<file path="src/rtl/dma_pkg.sv">
package dma_pkg;

    localparam logic [1:0] REG_HEAD   = 2'd0;
    localparam logic [1:0] REG_GO     = 2'd1;
    localparam logic [1:0] REG_STATUS = 2'd2;
    localparam logic [1:0] REG_CLEAR  = 2'd3;

    localparam int CTL_DIR_BIT = 0;
    localparam int CTL_IRQ_BIT = 1;

    typedef enum logic [3:0] {
        S_IDLE,
        S_FETCH,
        S_FWAIT,
        S_RD,
        S_RWAIT,
        S_TX,
        S_RX,
        S_RETIRE,
        S_LINK,
        S_RECHK,
        S_RCWAIT
    } seq_state_e;

endpackage

</file>
<file path="src/rtl/dma_regs.sv">
module dma_regs
    import dma_pkg::*;
#(
    parameter int AW = 32,
    parameter int DW = 32
) (
    input  logic          clk,
    input  logic          rst_n,
    input  logic          reg_wr,
    input  logic [1:0]    reg_addr,
    input  logic [DW-1:0] reg_wdata,
    output logic [DW-1:0] reg_rdata,
    input  logic          busy_i,
    input  logic          blk_irq_i,
    input  logic          chain_end_i,
    output logic          start_o,
    output logic [AW-1:0] head_o,
    output logic          irq_o
);

    typedef struct packed {
        logic [AW-1:0] head;
        logic          done;
        logic          irq;
    } regs_t;

    regs_t q, d;
    logic  clr_wr;

    assign clr_wr  = reg_wr && (reg_addr == REG_CLEAR) && reg_wdata[0];
    assign start_o = reg_wr && (reg_addr == REG_GO) && !busy_i;

    always_comb begin
        d = q;
        if (reg_wr && reg_addr == REG_HEAD) d.head = reg_wdata[AW-1:0];
        if (start_o) d.done = 1'b0;
        if (chain_end_i) d.done = 1'b1;
        if (clr_wr) d.irq = 1'b0;
        if (blk_irq_i) d.irq = 1'b1;
    end

    always_ff @(posedge clk or negedge rst_n) begin
        if (!rst_n) q <= '0;
        else        q <= d;
    end

    always_comb begin
        unique case (reg_addr)
            REG_HEAD:   reg_rdata = DW'(q.head);
            REG_STATUS: reg_rdata = DW'({q.irq, q.done, busy_i});
            default:    reg_rdata = '0;
        endcase
    end

    assign head_o = q.head;
    assign irq_o  = q.irq;


    irq_sticky_chk: assert property (@(posedge clk) disable iff (!rst_n)
        q.irq && !clr_wr |=> q.irq);


    done_set_chk: assert property (@(posedge clk) disable iff (!rst_n)
        chain_end_i |=> q.done && !busy_i);

endmodule

</file>
<file path="src/rtl/dma_seq.sv">
module dma_seq
    import dma_pkg::*;
#(
    parameter int AW = 32,
    parameter int DW = 32
) (
    input  logic          clk,
    input  logic          rst_n,
    input  logic          start_i,
    input  logic [AW-1:0] head_i,
    output logic          busy_o,
    output logic          blk_irq_o,
    output logic          chain_end_o,
    output logic          mem_req_o,
    output logic          mem_we_o,
    output logic [AW-1:0] mem_addr_o,
    output logic [DW-1:0] mem_wdata_o,
    input  logic          mem_rvalid_i,
    input  logic [DW-1:0] mem_rdata_i,
    output logic          tx_valid_o,
    output logic [DW-1:0] tx_data_o,
    input  logic          tx_ready_i,
    input  logic          rx_valid_i,
    input  logic [DW-1:0] rx_data_i,
    output logic          rx_ready_o
);

    localparam int DONE_BIT = DW - 1;
    localparam logic [AW-1:0] LINK_OFS = AW'(3);

    typedef struct packed {
        seq_state_e    st;
        logic [AW-1:0] cur;
        logic [1:0]    idx;
        logic [DW-1:0] ctrl;
        logic [AW-1:0] daddr;
        logic [DW-1:0] cnt;
        logic [AW-1:0] nxt;
        logic [DW-1:0] word;
    } seq_t;

    seq_t q, d;
    logic last_word;

    assign last_word = (q.cnt == DW'(1));

    always_comb begin
        d           = q;
        mem_req_o   = 1'b0;
        mem_we_o    = 1'b0;
        mem_addr_o  = '0;
        mem_wdata_o = '0;
        tx_valid_o  = 1'b0;
        tx_data_o   = q.word;
        rx_ready_o  = 1'b0;
        blk_irq_o   = 1'b0;
        chain_end_o = 1'b0;

        unique case (q.st)
            S_IDLE: begin
                if (start_i) begin
                    if (head_i == '0) begin
                        chain_end_o = 1'b1;
                    end else begin
                        d.cur = head_i;
                        d.idx = 2'd0;
                        d.st  = S_FETCH;
                    end
                end
            end
            S_FETCH: begin
                mem_req_o  = 1'b1;
                mem_addr_o = q.cur + AW'(q.idx);
                d.st       = S_FWAIT;
            end
            S_FWAIT: begin
                if (mem_rvalid_i) begin
                    unique case (q.idx)
                        2'd0: d.ctrl  = mem_rdata_i;
                        2'd1: d.daddr = mem_rdata_i[AW-1:0];
                        2'd2: d.cnt   = mem_rdata_i;
                        2'd3: d.nxt   = mem_rdata_i[AW-1:0];
                    endcase
                    if (q.idx == 2'd3) begin
                        if (q.cnt == '0)                 d.st = S_RETIRE;
                        else if (q.ctrl[CTL_DIR_BIT])    d.st = S_RX;
                        else                             d.st = S_RD;
                    end else begin
                        d.idx = q.idx + 2'd1;
                        d.st  = S_FETCH;
                    end
                end
            end
            S_RD: begin
                mem_req_o  = 1'b1;
                mem_addr_o = q.daddr;
                d.st       = S_RWAIT;
            end
            S_RWAIT: begin
                if (mem_rvalid_i) begin
                    d.word = mem_rdata_i;
                    d.st   = S_TX;
                end
            end
            S_TX: begin
                tx_valid_o = 1'b1;
                if (tx_ready_i) begin
                    d.daddr = q.daddr + AW'(1);
                    d.cnt   = q.cnt - DW'(1);
                    d.st    = last_word ? S_RETIRE : S_RD;
                end
            end
            S_RX: begin
                rx_ready_o = 1'b1;
                if (rx_valid_i) begin
                    mem_req_o   = 1'b1;
                    mem_we_o    = 1'b1;
                    mem_addr_o  = q.daddr;
                    mem_wdata_o = rx_data_i;
                    d.daddr     = q.daddr + AW'(1);
                    d.cnt       = q.cnt - DW'(1);
                    d.st        = last_word ? S_RETIRE : S_RX;
                end
            end
            S_RETIRE: begin
                mem_req_o   = 1'b1;
                mem_we_o    = 1'b1;
                mem_addr_o  = q.cur;
                mem_wdata_o = q.ctrl | (DW'(1) << DONE_BIT);
                blk_irq_o   = q.ctrl[CTL_IRQ_BIT];
                d.st        = S_LINK;
            end
            S_LINK: begin
                if (q.nxt != '0) begin
                    d.cur = q.nxt;
                    d.idx = 2'd0;
                    d.st  = S_FETCH;
                end else begin
                    d.st = S_RECHK;
                end
            end
            S_RECHK: begin
                mem_req_o  = 1'b1;
                mem_addr_o = q.cur + LINK_OFS;
                d.st       = S_RCWAIT;
            end
            S_RCWAIT: begin
                if (mem_rvalid_i) begin
                    if (mem_rdata_i[AW-1:0] != '0) begin
                        d.cur = mem_rdata_i[AW-1:0];
                        d.idx = 2'd0;
                        d.st  = S_FETCH;
                    end else begin
                        chain_end_o = 1'b1;
                        d.st        = S_IDLE;
                    end
                end
            end
            default: d.st = S_IDLE;
        endcase
    end

    always_ff @(posedge clk or negedge rst_n) begin
        if (!rst_n) q <= '0;
        else        q <= d;
    end

    assign busy_o = (q.st != S_IDLE);


    tx_hold_chk: assert property (@(posedge clk) disable iff (!rst_n)
        tx_valid_o && !tx_ready_i |=> tx_valid_o && $stable(tx_data_o));


    dir_excl_chk: assert property (@(posedge clk) disable iff (!rst_n)
        !(tx_valid_o && rx_ready_o));


    idle_quiet_chk: assert property (@(posedge clk) disable iff (!rst_n)
        (q.st == S_IDLE) |-> !mem_req_o);


    one_read_chk: assert property (@(posedge clk) disable iff (!rst_n)
        mem_rvalid_i |-> (q.st == S_FWAIT || q.st == S_RWAIT || q.st == S_RCWAIT));

endmodule

</file>
<file path="src/rtl/dma_chain_engine.sv">
module dma_chain_engine
    import dma_pkg::*;
#(
    parameter int AW = 32,
    parameter int DW = 32
) (
    input  logic          clk,
    input  logic          rst_n,
    input  logic          reg_wr,
    input  logic [1:0]    reg_addr,
    input  logic [DW-1:0] reg_wdata,
    output logic [DW-1:0] reg_rdata,
    output logic          irq,
    output logic          mem_req,
    output logic          mem_we,
    output logic [AW-1:0] mem_addr,
    output logic [DW-1:0] mem_wdata,
    input  logic          mem_rvalid,
    input  logic [DW-1:0] mem_rdata,
    output logic          tx_valid,
    output logic [DW-1:0] tx_data,
    input  logic          tx_ready,
    input  logic          rx_valid,
    input  logic [DW-1:0] rx_data,
    output logic          rx_ready
);

    logic          busy;
    logic          blk_irq;
    logic          chain_end;
    logic          start;
    logic [AW-1:0] head;

    dma_regs #(.AW(AW), .DW(DW)) u_regs (
        .clk         (clk),
        .rst_n       (rst_n),
        .reg_wr      (reg_wr),
        .reg_addr    (reg_addr),
        .reg_wdata   (reg_wdata),
        .reg_rdata   (reg_rdata),
        .busy_i      (busy),
        .blk_irq_i   (blk_irq),
        .chain_end_i (chain_end),
        .start_o     (start),
        .head_o      (head),
        .irq_o       (irq)
    );

    dma_seq #(.AW(AW), .DW(DW)) u_seq (
        .clk          (clk),
        .rst_n        (rst_n),
        .start_i      (start),
        .head_i       (head),
        .busy_o       (busy),
        .blk_irq_o    (blk_irq),
        .chain_end_o  (chain_end),
        .mem_req_o    (mem_req),
        .mem_we_o     (mem_we),
        .mem_addr_o   (mem_addr),
        .mem_wdata_o  (mem_wdata),
        .mem_rvalid_i (mem_rvalid),
        .mem_rdata_i  (mem_rdata),
        .tx_valid_o   (tx_valid),
        .tx_data_o    (tx_data),
        .tx_ready_i   (tx_ready),
        .rx_valid_i   (rx_valid),
        .rx_data_i    (rx_data),
        .rx_ready_o   (rx_ready)
    );

endmodule

</file>
<file path="config.mk">
export PLATFORM = sky130hd
export DESIGN_NAME = dma_chain_engine
export DESIGN_NICKNAME = d
export VERILOG_FILES = /design/src/rtl/dma_pkg.sv /design/src/rtl/dma_regs.sv /design/src/rtl/dma_seq.sv /design/src/rtl/dma_chain_engine.sv
export SDC_FILE = /design/constraint.sdc
export NUM_CORES = 1
export LEC_CHECK = 0
export BUFFER_PORTS_ARGS = -buffer_cell sky130_fd_sc_hd__buf_2
export CORE_MARGIN = 4
export CORE_UTILIZATION = 36
export CTS_BUF_LIST = sky130_fd_sc_hd__clkbuf_16
export DETAILED_ROUTE_END_ITERATION = 12
export PLACE_DENSITY = 0.51
export SYNTH_ARGS = -nofsm -noshare
export SYNTH_HDL_FRONTEND = slang
export SYNTH_SLANG_ARGS = --single-unit
</file>
<file path="constraint.sdc">
create_clock -name clk -period 7.9 [get_ports clk]
set_input_delay 0.79 -clock clk [delete_from_list [all_inputs] [get_ports clk]]
set_output_delay 0.79 -clock clk [all_outputs]
set_load 0.005 [all_outputs]
</file>
==> results of run 1 <==
## cell families after synthesis
logic type      after synthesis  share of synthesized area [%]
compound gates              425                          19.69
xor+xnor                      2                         0.1291
fa+ha+maj                    11                          1.070
buf+inv                     157                          5.819
flops                       231                          42.60
mux                         166                          13.43
simple gates                465                          17.26
## flip-flops by register name, summed over array words and instances, names as in the netlist
signal	flops
u_seq.q	165
u_regs.head_o	32
u_seq.tx_data_o	32
u_regs.irq_o	1
u_regs.q	1
## cells in the mapped netlist, types with 5 or more instances
| master | instances |
|---|---|
| a31oi_1 | 19 |
| clkbuf_1 | 56 |
| mux2i_1 | 38 |
| nand2b_1 | 7 |
| mux2_2 | 128 |
| a22oi_1 | 46 |
| and3_1 | 11 |
| inv_1 | 21 |
| nand3_1 | 36 |
| dfrtp_1 | 231 |
| and2_1 | 44 |
| o311ai_0 | 7 |
| a32oi_1 | 11 |
| o22a_1 | 11 |
| nor4_1 | 32 |
| buf_1 | 12 |
| o211ai_1 | 8 |
| a2bb2oi_1 | 6 |
| buf_2 | 27 |
| a221o_1 | 10 |
| nand4_1 | 16 |
| nor3b_1 | 5 |
| nor4_4 | 5 |
| o21ai_1 | 15 |
| o21ai_0 | 151 |
| a21oi_1 | 88 |
| nor2_1 | 105 |
| buf_4 | 36 |
| ha_1 | 10 |
| nor3_1 | 21 |
| or3_1 | 5 |
| nand2_1 | 152 |
## worst min-delay path by stage
| stage | to | slack (ns) | start | cells after the start |
|---|---|---|---|---|
| 4_1_cts | u_seq.q[184] | 0.34 | rst_n | 1 |
| 5_1_grt | u_seq.q[184] | 0.37 | rst_n | 1 |
| 3_3_place_gp | u_seq.q[81] | 0.47 | u_seq.q[81] | 1 |
| 2_1_floorplan | u_regs.q[1] | 0.45 | u_regs.q[1] | 2 |
| 6_report | u_seq.q[184] | 0.31 | rst_n | 1 |
| 3_5_place_dp | u_seq.q[81] | 0.49 | u_seq.q[81] | 1 |
## stage by stage
stage	setup WS [ns]	cell area, sq um	total power [uW]	hold WS (ns)	std cells
2_1_floorplan	3.656	13570	3450	0.4468	1457
3_3_place_gp	2.506	14840	4047	0.4681	2078
3_5_place_dp	2.388	14840	4083	0.4856	2078
4_1_cts	1.775	15770	5414	0.3422	2130
5_1_grt	1.283	15770	5750	0.3728	2131
6_report	1.773	15770	5380	0.3135	2131
## critical path, delay by kind of cell (launching register included)
| kind | cells | cell delay [ns] |
|---|---|---|
| AND/OR/NAND/NOR | 5 | 2.25 |
| flip-flops | 1 | 0.94 |
| AO/OA/AOI/OAI | 3 | 0.73 |
| adder cells (fa/ha/maj) | 2 | 0.65 |
| buffers and inverters | 2 | 0.18 |
## layer usage
layer	up-vias	track usage, %	wire length [um]
met1	6002	31.55	21730
met4	0	6.062	1382
li1	5632	-	-
met3	70	4.957	2955
met5	-	0	0
met2	378	37.25	22640
## power groups by stage
stage | Clock, uW | Sequential, uW | Combinational [uW]
3_3_place_gp | 0 | 2180 | 1860
6_report | 1310 | 2190 | 1880
4_1_cts | 1340 | 2180 | 1890
5_1_grt | 1390 | 2250 | 2110
3_5_place_dp | 0 | 2190 | 1890
2_1_floorplan | 0 | 1940 | 1510
## final cells by class
class,instances,area [sq um],area share [%]
repair buffers,253,1319,8.363
flip-flops and latches,231,5783,36.67
diodes,1,2.502,0.01587
clock inverters,24,226.5,1.436
well taps,504,630.6,3.999
inverters,21,78.83,0.4999
clock buffers,28,700.7,4.443
multi-input cells,1069,7028,44.57
==> results.cfg, run 1 <==
[clocking]
cts_inserted_buffers = 28
post_cts_buffers = 0
holdBufCountCts = 0
h-tree-depth = 1
cts_resized = 0
cts_tree = built
numClockSinks = 231
clk_pin_slew_ns = 0.06
clockRootBuffer = clkbuf_16
ctsLongestPathBuffers = 3
insertion_delay_ns = 0.56

[synthesis]
synth_top_area_share_pct = 42.60
synth_area_sq_um = 13570
synth-seq-cells = 231
ys_seq_area_share_pct = 42.60
synth-edff-count = 0
synthArstFlopShare_pct = 100.0
ys_types = 78
yosysWarnings = 0
synth_area_leader_cell = dfrtp_1
synth_nets = 1572
syn_inst = 1457
syn_area_per_cell_sq_um = 9.312
dominantRegCellSynth = dfrtp_1
netlist_top_cells_area = dfrtp_1 (43%), mux2_2 (11%), o21ai_0 (5.6%), nand2_1 (4.2%), a21oi_1 (3.2%)

[cells_and_area]
area_delta_synth_final_pct = 16.22
fillCellCount = 3678
final_cell_mix = buf_2 (235), dfrtp_1 (229), o21ai_0 (151), nand2_1 (151), mux2_2 (128)
final_util_pct = 42.77
layout_commonest_cell = buf_2
finalNetCount = 1719
drive_gt1_share_pct = 27.92

[status]
outcome = finished clean

[drt]
antenna_left = 0
drc = 0
wirelength_mm = 48.70
wl_per_cell_um = 22.85
vias_per_cell = 5.670
drtIter0Drc = 782
vias = 12082
drtPass1Iterations = 5

[timing]
tightest_slew_ns = 1.211
hold_viol_final = 0
setup_viol = 0
relSlewSlack_pct = 19.30
finalCritPeriodShare_pct = 77.55
slew_violations = 0
finClkSkew_ns = 0.008484
period_minus_slack_ns = 6.127
rsz0062_at_grt = false
max_freq_mhz = 163.2
finalSetupTns_ns = 0

[floorplan]
die_y_um = 202.1
core_sq_um = 36870
die_x_um = 202.1
ioPinCount = 237
initial_core_util_pct = 36.80
rows = 70
die-area_sq_um = 40860

[pwr]
power_density_nw_per_um2 = 341.2
seqPwrFrac_pct = 40.7
p_leak_uw = 0.006906
p_comb_share_pct = 35.0
ir_drop_mv = 0.1788
swShare_pct = 39.63
p_int_uw = 3248
clockPowerShare_pct = 24.3
p_sw_uw = 2132

[place]
hpwl_mm = 34.21
portBuffers = 236
place.gp.congestion = 0.8751

[global_route]
grt_pass1_vias = 12130
grt-ovfl-total = 0
antenna_found_initial = 3
grt_usage_pct = 23.03
grt_max_degree = 108
grt_pass1_wl_mm = 73.88

[critical_path]
cp.required_ns = 7.11
setup.worst_path.end = mem_addr[24]
cp_cell_sequence = nand2b_1, or2_2, o21ai_0, ha_1, inv_1, fa_1, nor4_2, and3_1, nor3b_1, o21ai_0, a221o_1, buf_2
critPathKind = reg2out
r2r_slack_ns = 4.33
cp-end-kind = primary output
startpoint = u_seq.q[194]
crit_top_cell = o21ai_0
r2r_end = u_seq.q[94]
crit_slowest_cell = dfrtp_2
reg2reg_from = u_seq.q[194]
cpPeakStageDelay_ns = 0.94
arrival_ns = 5.34
r2r_cells = 8
path_max_fanout = 48
startpoint_type = flop

[hold_path]
hold_class = in2async

[job]
max_cap_violations = 0
Power figures use the tool's default switching activity.
==> run 2, diff against run 1 <==
ABC_AREA = 1   (was not set)
clock period = 6 ns   (was 7.9 ns; I/O delays follow)
==> run 2 against run 1 <==
The flow now finishes with violations (hold timing). Worst setup slack lost 0.93 ns. Sequential cell count is the same. Final cell count grew 29%. Clock power grew 18%. Sequential power grew 26%. Wire length grew 19%. Clock skew grew 0.014 ns. Synthesized cell count grew 41%. Core utilization shrank 0.47 points. Hold slack lost 0.31 ns. Via count grew 21%. Critical path type unchanged. Critical endpoint is now mem_addr[26]. Largest power group is now combinational logic. Highest routed layer is now met5.
==> results.cfg, run 2 <==
[status]
outcome = finished, violations left
violations = hold timing

[clocking]
post_cts_buffers = 0
cts_inserted_buffers = 28
insertion_delay_ns = 0.56
clk_pin_slew_ns = 0.06
clockRootBuffer = clkbuf_16
cts_resized = 0
ctsLongestPathBuffers = 3
holdBufCountCts = 0
numClockSinks = 231
h-tree-depth = 1
cts_tree = built

[cells_and_area]
finalNonFillerCells = 2752
largest_reg_flops = 165
regMostFlops = u_seq.q
final_cell_mix = nand2_1 (580), nor2_1 (280), buf_2 (235)
area_delta_synth_final_pct = 15.15
layout_commonest_cell = nand2_1
design_area_sq_um = 16460
drive_gt1_share_pct = 14.29
finalNetCount = 2333

[drt]
drtPass1Iterations = 6
drc = 0
vias = 14658
vias_per_cell = 5.326
antenna_left = 0
drtIter0Drc = 1219
wirelength_mm = 57.90
wl_per_cell_um = 21.04

[synthesis]
netlist_top_cells_area = dfrtp_1 (40%), nand2_1 (15%), nor2_1 (7.5%), o21ai_0 (6.2%), inv_1 (5.3%)
synth-seq-cells = 231
ys_seq_area_share_pct = 40.43
synthArstFlopShare_pct = 100.0
syn_area_per_cell_sq_um = 6.937
synthTopCellsByCount = nand2_1 (581), nor2_1 (284), dfrtp_1 (231)
synth-edff-count = 0
synth.most_common_cell = nand2_1
synth_area_sq_um = 14300
dominantRegCellSynth = dfrtp_1
synth_nets = 2176
syn_inst = 2061
synth_area_leader_cell = dfrtp_1
synth_top_area_share_pct = 40.43
yosysWarnings = 0
ys_types = 41

[timing]
finalCritPeriodShare_pct = 85.91
relSlewSlack_pct = 25.94
holdWs_ns = -0.001080
period_minus_slack_ns = 5.155
max_freq_mhz = 194.0
hold_viol_final = 1
finalSetupTns_ns = 0
setup_viol = 0
slew_violations = 0
finClkSkew_ns = 0.02295
rsz0062_at_grt = false
tightest_slew_ns = 1.110

[global_route]
grt_pass1_vias = 14305
grt-ovfl-total = 0
grt_usage_pct = 26.03
grt_max_degree = 162
antenna_found_initial = 5
grt_pass1_wl_mm = 88.06

[critical_path]
cp.required_ns = 5.40
critPathKind = reg2out
startpoint = u_seq.q[195]
startpoint_type = flop
reg2reg_from = u_seq.q[196]
arrival_ns = 4.55
path_max_fanout = 28
r2r_cells = 8
cp-end-kind = primary output

[floorplan]
initial_core_util_pct = 36.73
core_sq_um = 38920
rows = 72
die_x_um = 207.3
die_y_um = 207.3
die-area_sq_um = 42960
ioPinCount = 237

[pwr]
power_density_nw_per_um2 = 445.7
ir_drop_mv = 0.2802
p_leak_uw = 0.008243

[job]
max_cap_violations = 0

[place]
portBuffers = 236
placed_cells = 2706
place_area_sq_um = 15650
hpwl_mm = 44.12
place.gp.congestion = 0.9689

[hold_path]
hold_class = in2async
-- run 2: cells by family after synthesis --
group                    after synthesis  share of synthesized area [%]
flip-flops                           231                          40.43
adder cells (fa/ha/maj)               11                          1.015
XOR/XNOR                              14                         0.8576
buffers and inverters                332                          9.881
multiplexers                           1                        0.07876
AO/OA/AOI/OAI                        369                          16.23
AND/OR/NAND/NOR                     1103                          31.51
-- run 2: critical path: stages, from the launching register on --
cell,delay [ns]
dfrtp_1,0.43
inv_2,0.12
nand2_1,0.15
nor2_2,0.12
buf_4,0.33
inv_1,0.25
nor2_1,0.18
inv_1,0.07
nand2_1,0.07
ha_1,0.16
inv_1,0.06
fa_1,0.50
nor2_1,0.17
nand2_1,0.13
nor2_1,0.40
inv_1,0.11
nor2_1,0.24
nand2_1,0.11
nor2_1,0.09
nand2_1,0.05
nand3_1,0.08
nand2_1,0.05
buf_2,0.13
-- run 2: power breakdown --
| group | total (uW) | internal [uW] | switching [uW] | leakage [uW] |
|---|---|---|---|---|
| Clock | 1550 | 876 | 678 | 0.000423 |
| Sequential | 2760 | 2110 | 648 | 0.00287 |
| Combinational | 3020 | 1010 | 2010 | 0.00495 |
| Total | 7340 | 4000 | 3340 | 0.00824 |
-- run 2: cell type report --
cell class,instances,area [sq um]
multi-input combinational,1498,7138
sequential,231,5781
antenna,1,2.502
tap,518,648.1
timing repair buffer,248,1294
fill,4185,22460
clock buffer,28,700.7
clock inverter,17,106.4
inverter,211,792.0
-- run 2: metrics by stage --
step | power (uW) | worst slack [ns] | util, %
6_report | 7338 | 0.8452 | 42.30
3_5_place_dp | 5799 | 1.439 | 40.22
5_1_grt | 7914 | 0.4151 | 42.30
2_1_floorplan | 4686 | 2.315 | -
4_1_cts | 7384 | 0.8274 | 42.29
3_3_place_gp | 5768 | 1.520 | 40.22
-- run 2: worst paths after layout --
kind / endpoint / slack [ns]
max: mem_addr[26] / 0.85
min: u_regs.head_o[11] / -0.001
min reg2reg: u_seq.tx_data_o[11] / 0.48
max reg2reg: u_seq.q[177] / 2.73
max in group asynchronous: u_seq.q[126] / 4.59
min in group clk: u_regs.head_o[1] / 0.30
-- run 2: metal layers --
metal / track usage, % / vias up / part of all wire [%]
met1: 36.63 / 7055 / 45
met3: 3.370 / 76 / 5.7
met5: 0 / - / 0.021
met4: 6.407 / 2 / 2.6
li1: - / 7047 / -
met2: 42.84 / 478 / 47
